<file path="src/rtl/bcd_clock_pkg.sv">
package bcd_clock_pkg;

  typedef struct packed {
    logic [3:0] tens;
    logic [3:0] units;
  } bcdPair_t;

  typedef struct packed {
    logic secTick;
    logic scanStep;
    logic loWave;
    logic hiWave;
  } ctrlStrobes_t;

  localparam int NUM_DIGITS = 6;

  // Next value of a BCD pair; wraps to 00 after topTens:topUnits.
  function automatic bcdPair_t bcdStep(bcdPair_t v, logic [3:0] topTens, logic [3:0] topUnits);
    bcdPair_t n;
    if (v.tens == topTens && v.units == topUnits) begin
      n = '0;
    end else if (v.units == 4'd9) begin
      n.tens  = v.tens + 4'd1;
      n.units = 4'd0;
    end else begin
      n.tens  = v.tens;
      n.units = v.units + 4'd1;
    end
    return n;
  endfunction

  // Active-low segment pattern, decimal point off; non-decimal input is blank.
  function automatic logic [7:0] segEncode(logic [3:0] d);
    case (d)
      4'd0: segEncode = 8'hC0;
      4'd1: segEncode = 8'hF9;
      4'd2: segEncode = 8'hA4;
      4'd3: segEncode = 8'hB0;
      4'd4: segEncode = 8'h99;
      4'd5: segEncode = 8'h92;
      4'd6: segEncode = 8'h82;
      4'd7: segEncode = 8'hF8;
      4'd8: segEncode = 8'h80;
      4'd9: segEncode = 8'h90;
      default: segEncode = 8'hFF;
    endcase
  endfunction

endpackage

</file>
<file path="src/rtl/strobe_div.sv">
module strobe_div #(
  parameter int DIV = 4
) (
  input  logic clk,
  input  logic clr,
  output logic strobe
);
  localparam int W = (DIV > 1) ? $clog2(DIV) : 1;
  localparam logic [W-1:0] LAST = W'(DIV - 1);

  logic [W-1:0] cnt;

  always_ff @(posedge clk or posedge clr) begin
    if (clr) cnt <= '0;
    else if (cnt == LAST) cnt <= '0;
    else cnt <= cnt + 1'b1;
  end

  assign strobe = (cnt == LAST);
endmodule

</file>
<file path="src/rtl/clock_ctrl.sv">
module clock_ctrl
  import bcd_clock_pkg::*;
#(
  parameter int TICK_CYCLES = 50_000_000,
  parameter int SCAN_CYCLES = 100_000,
  parameter int LO_HALF     = 48_828,
  parameter int HI_HALF     = 24_414
) (
  input  logic         clk,
  input  logic         clr,
  output ctrlStrobes_t strobes
);
  localparam int NUM_DIV = 4;
  localparam int DIVS [NUM_DIV] = '{TICK_CYCLES, SCAN_CYCLES, LO_HALF, HI_HALF};

  logic [NUM_DIV-1:0] divHit;
  logic loWave, hiWave;

  for (genvar g = 0; g < NUM_DIV; g++) begin : g_div
    strobe_div #(.DIV(DIVS[g])) u_div (
      .clk(clk), .clr(clr), .strobe(divHit[g])
    );
  end

  always_ff @(posedge clk or posedge clr) begin
    if (clr) begin
      loWave <= 1'b0;
      hiWave <= 1'b0;
    end else begin
      if (divHit[2]) loWave <= ~loWave;
      if (divHit[3]) hiWave <= ~hiWave;
    end
  end

  assign strobes.secTick  = divHit[0];
  assign strobes.scanStep = divHit[1];
  assign strobes.loWave   = loWave;
  assign strobes.hiWave   = hiWave;
endmodule

</file>
<file path="src/rtl/clock_datapath.sv">
module clock_datapath
  import bcd_clock_pkg::*;
(
  input  logic         clk,
  input  logic         clr,
  input  ctrlStrobes_t strobes,
  input  logic         hourAdv,
  input  logic         minAdv,
  output bcdPair_t     secNow,
  output bcdPair_t     minNow,
  output bcdPair_t     hrNow,
  output logic [7:0]   seg,
  output logic [NUM_DIGITS-1:0] digitSel,
  output logic         speaker
);
  localparam logic [2:0] LAST_IDX = 3'(NUM_DIGITS - 1);

  logic [2:0] scanIdx;
  logic secCarry, minWrap, hourStep;
  logic [3:0] digitVal [NUM_DIGITS];
  logic [3:0] shownDigit;
  logic inWindow;

  assign secCarry = strobes.secTick && secNow == 8'h59;
  assign minWrap  = secCarry && minNow == 8'h59;
  assign hourStep = hourAdv || minWrap;

  always_ff @(posedge clk or posedge clr) begin
    if (clr) begin
      secNow  <= '0;
      minNow  <= '0;
      hrNow   <= '0;
      scanIdx <= '0;
    end else begin
      if (strobes.secTick) secNow <= bcdStep(secNow, 4'd5, 4'd9);
      if (secCarry || minAdv) minNow <= bcdStep(minNow, 4'd5, 4'd9);
      if (hourStep) hrNow <= bcdStep(hrNow, 4'd2, 4'd3);
      if (strobes.scanStep) scanIdx <= (scanIdx == LAST_IDX) ? 3'd0 : scanIdx + 3'd1;
    end
  end

  always_comb begin
    digitVal[0] = hrNow.tens;
    digitVal[1] = hrNow.units;
    digitVal[2] = minNow.tens;
    digitVal[3] = minNow.units;
    digitVal[4] = secNow.tens;
    digitVal[5] = secNow.units;
    shownDigit  = 4'hF;
    for (int i = 0; i < NUM_DIGITS; i++)
      if (scanIdx == 3'(i)) shownDigit = digitVal[i];
  end

  for (genvar d = 0; d < NUM_DIGITS; d++) begin : g_sel
    assign digitSel[NUM_DIGITS-1-d] = (scanIdx != 3'(d));
  end

  assign seg = segEncode(shownDigit);

  assign inWindow = (minNow == 8'h59) && (secNow.tens == 4'd5);

  always_comb begin
    if (!inWindow)                  speaker = 1'b1;
    else if (secNow.units == 4'd9)  speaker = strobes.hiWave;
    else if (!secNow.units[0])      speaker = strobes.loWave;
    else                            speaker = 1'b1;
  end
endmodule

</file>
<file path="src/rtl/bcd_clock_chime.sv">
module bcd_clock_chime
  import bcd_clock_pkg::*;
#(
  parameter int TICK_CYCLES = 50_000_000,
  parameter int SCAN_CYCLES = 100_000,
  parameter int LO_HALF     = 48_828,
  parameter int HI_HALF     = 24_414
) (
  input  logic       clk,
  input  logic       clr,
  input  logic       hourAdv,
  input  logic       minAdv,
  output logic [7:0] seg,
  output logic [5:0] digitSel,
  output logic       speaker
);
  ctrlStrobes_t strobes;
  bcdPair_t secNow, minNow, hrNow;

  clock_ctrl #(
    .TICK_CYCLES(TICK_CYCLES), .SCAN_CYCLES(SCAN_CYCLES),
    .LO_HALF(LO_HALF), .HI_HALF(HI_HALF)
  ) u_ctrl (
    .clk(clk), .clr(clr), .strobes(strobes)
  );

  clock_datapath u_dp (
    .clk(clk), .clr(clr), .strobes(strobes),
    .hourAdv(hourAdv), .minAdv(minAdv),
    .secNow(secNow), .minNow(minNow), .hrNow(hrNow),
    .seg(seg), .digitSel(digitSel), .speaker(speaker)
  );
endmodule

</file>
<file path="config.mk">
export PLATFORM = sky130hd
export DESIGN_NAME = bcd_clock_chime
export DESIGN_NICKNAME = d
export VERILOG_FILES = /design/src/rtl/bcd_clock_pkg.sv /design/src/rtl/strobe_div.sv /design/src/rtl/clock_ctrl.sv /design/src/rtl/clock_datapath.sv /design/src/rtl/bcd_clock_chime.sv
export SDC_FILE = /design/constraint.sdc
export NUM_CORES = 1
export LEC_CHECK = 0
export BUFFER_PORTS_ARGS = -buffer_cell sky130_fd_sc_hd__buf_4
export CAP_MARGIN = 15
export CORE_MARGIN = 2
export CORE_UTILIZATION = 51
export DETAILED_ROUTE_END_ITERATION = 10
export PLACE_DENSITY = 0.68
export RECOVER_POWER = 25
export SYNTH_ARGS = -nofsm -noshare
export SYNTH_HDL_FRONTEND = slang
export SYNTH_SLANG_ARGS = --single-unit
</file>
<file path="constraint.sdc">
create_clock -name clk -period 4 [get_ports clk]
set_input_delay 0.8 -clock clk [delete_from_list [all_inputs] [get_ports clk]]
set_output_delay 0.8 -clock clk [all_outputs]
set_load 0.01 [all_outputs]
</file>
==> results.yml <==
timing:
  fin_crit_sh: 0.9584
  finClkSkew_ns: 0.004798
  worst_slew_pin_slew_ns: 1.730
  fmax_mhz: 260.9
  rsz0062_at_grt: "no"
  slew_headroom: -0.1547
  setup_tns_ns: 0
  finalSetupViolCount: 0
  post-route-min-period_ns: 3.834
  whs_ns: 0.4697
  hold_viol: 0
  slew_viol_final: 87
synth:
  yosys_warnings: 0
  synthesis.area_sq_um: 5498
  synth_edf_count: 0
  synthSimpleGateAreaFrac: 0.2503
  ys_seq_area_frac: 0.4688
  synth_xor_area_frac: 0.1083
  synth_fa_ha_area_frac: 0.03869
  synth_cell_types: 64
  syn_inst: 555
  avgSynthCellArea_sq_um: 9.906
  synth_top_family_by_area: "simple AND/OR/NAND/NOR gates"
  synthMuxAreaShare: 0.03732
  synth_nets: 576
  synth_compound_gate_area_share: 0.07078
  yosys_register_bits: 103
  ys_async_sr_fraction: 1.000
  synth-main-ff-cell: "dfrtp_1"
pwr:
  pwr_density_cell_nw_per_um2: 393.7
  leakagePower_nw: 2.672
  ir_drop_uv: 389.5
place:
  place_area_sq_um: 5799
  globalplace.congestion: 0.8964
  hpwl_mm: 7.388
  io_buffers: 17
global_route:
  grt_pass1_vias: 3862
  antenna_found_initial: 0
  grt_pass1_wl_mm: 18.22
  grt_max_degree: 87
  grt_usage: 0.1969
  grt_overflow_total: 0
critical_path:
  cp.required_ns: 3.20
  crit_path_cell_trace: "and2_1 -> ha_1 -> or4b_4 -> o22a_1 -> a2111oi_4 -> buf_4 -> mux2i_1 -> buf_4"
  cp_num_cells: 8
  critPathArrivalTime_ns: 3.03
  cp-start-kind: "flop"
  reg2reg_slack_ns: 1.61
  critPathBufInv: 2
  end_kind: "output port"
  reg2reg_depth: 6
  cp_slowest_stage_delay_ns: 0.54
  crit_path_end: "seg[6]"
  crit_top_cell: "buf_4"
  r2r-end: "u_dp.secNow[4]"
  critical_path.top_delay_family: "simple AND/OR/NAND/NOR gates"
  critPathMaxFanout: 12
  slowest_stage: "or4b_4"
  cp-startpoint: "u_dp.scanIdx[1]"
  r2r-start: "u_ctrl.g_div[0].u_div.cnt[0]"
  worst-setup-path-type: "flop to output port"
layout:
  layout.nets: 599
  final_area_sq_um: 5981
  area_delta_synth_final_pct: 8.785
  final_cell_mix: "102 x dfrtp_1, 85 x nor2_1, 39 x nand3_1"
  final_common_cell: "dfrtp_1"
  drive_gt1_frac: 0.09605
  diodes: 0
clock_network:
  cts_buffer_depth: 2
  numCtsBuffers: 9
  htree_num_levels: 3
  cts_tree: "built"
  clk_latency_ns: 0.37
  cts.sinks: 103
  cts-root-buf: "clkbuf_8"
  clk_pin_slew_ns: 0.09
die:
  ioPinCount: 19
  initial_utilization: 0.5278
  die_w_um: 107.8
  core-area_sq_um: 10420
  fp.dieH_um: 107.8
  rows: 37
  dieArea_sq_um: 11630
status:
  violations: "capacitance limit, slew limit"
  status: "finished with violations"
detailed_routing:
  drt_iter0_markers: 198
  drc: 0
  first_pass_iters: 4
  ant_nets: 0
  vias: 4024
  routed_via_density: 5.597
  wl_per_cell_um: 14.41
  wl_mm: 10.36
worst_hold_path:
  hold_path_class: "flop to flop"
job:
  max_cap_violations: 1
[where the power goes]
group,leakage (nW),switching (mW),internal (mW),total [mW]
clock,0.0874,0.344,0.244,0.587
sequential,1.35,0.114,1.11,1.23
combinational,1.23,0.267,0.274,0.541
total,2.67,0.725,1.63,2.35
[metrics by stage]
step | power (mW) | util | instances | worst slack, ns
finish | 2.354 | 0.5742 | 719 | 0.1665
global route | 2.504 | 0.5742 | 719 | 0.001695
detailed placement | 1.766 | 0.5568 | 701 | 0.4553
CTS | 2.356 | 0.5729 | 717 | 0.02687
global placement | 1.742 | 0.5568 | 701 | 0.5169
floorplan | 1.568 | - | 555 | 0.4962
[worst min-delay path by stage]
stage | startpoint | to | cells after the start
final | u_ctrl.hiWave | u_ctrl.hiWave | 1
after global routing | u_ctrl.hiWave | u_ctrl.hiWave | 1
after CTS | u_ctrl.hiWave | u_ctrl.hiWave | 1
after detailed placement | u_ctrl.hiWave | u_ctrl.hiWave | 1
after global placement | u_ctrl.g_div[2].u_div.cnt[0] | u_ctrl.g_div[2].u_div.cnt[0] | 1
after floorplan | u_ctrl.g_div[2].u_div.cnt[0] | u_ctrl.g_div[2].u_div.cnt[0] | 1
[Yosys cell counts, types with 2 or more instances]
master     count  share of area
o21ai_1        4         0.0036
o21ai_0       11          0.010
o2bb2ai_1      2         0.0032
clkbuf_1       9         0.0061
a21o_1         3         0.0041
nand4_1       18          0.020
nor3_4         2         0.0059
nor4b_1        2         0.0032
o211ai_1       4         0.0055
ha_1          17          0.039
a22o_1         2         0.0032
nand4b_1       2         0.0032
nand3b_1       4         0.0055
nor2_1        85          0.058
and3_1         8         0.0091
nand2b_1       5         0.0057
mux2_2         5          0.010
a21oi_1        4         0.0036
buf_4          2         0.0027
and4_1         8          0.013
nor4bb_1       4         0.0073
o2111ai_1      2         0.0032
nand3_1       39          0.036
and3b_1        3         0.0048
or4_1          2         0.0027
dfrtp_1      103           0.47
inv_1         21          0.014
nor2b_1        7         0.0080
nor3_1        19          0.017
buf_2          2         0.0018
o22ai_1        4         0.0046
nand2_1       35          0.024
xor2_1        36          0.057
xnor2_1       32          0.051
mux2_1         7          0.014
mux2i_1        7          0.013
nor4_1         6         0.0068
or3_1          3         0.0034
[kinds of logic (layout without fill, tap and decap cells)]
logic type | Yosys count | after routing
XOR/XNOR | 68 | 68
buffers and inverters | 34 | 62
multiplexers | 19 | 19
AND/OR/NAND/NOR | 261 | 261
adder cells (fa/ha/maj) | 17 | 17
flip-flops | 103 | 103
AO/OA/AOI/OAI | 52 | 52
other | 1 | 1
[worst reg2reg max path: stages, from the launching register on]
cell     delay [ns]
dfrtp_1        0.44
ha_1           0.26
nand3_1        0.30
nor4_4         0.67
buf_4          0.31
nand2_1        0.12
o31ai_1        0.21
[area by class of cell]
| cell class | count | area [sq um] |
|---|---|---|
| clock buffers | 13 | 148.9 |
| clock inverters | 3 | 18.77 |
| fillers | 910 | 4436 |
| inverters | 21 | 78.83 |
| multi-input cells | 418 | 2798 |
| flip-flops and latches | 103 | 2579 |
| well taps | 136 | 170.2 |
| repair buffers | 25 | 187.7 |
[sequential cells by signal, summed over array words and instances, names as in the netlist]
register	cells
u_ctrl.g_div.u_div.cnt	74
u_dp.hrNow	8
u_dp.minNow	8
u_dp.secNow	8
u_dp.scanIdx	3
u_ctrl.hiWave	1
u_ctrl.loWave	1
[layer usage]
layer  vias up  global-route usage  routed length, um
met5         -                   0                  0
met4         0             0.06410                177
met3        14             0.05085                412
met2        67              0.2983               4726
met1      1950              0.2763               5043
li1       1993                   -                  -
[repair_timing]
item                       CTS  global route
resized for setup            0             1
buffers inserted             0             2
setup endpoints to repair    0             5
hold buffers                 0             0
No activity file was read; power rests on OpenSTA's default activity.
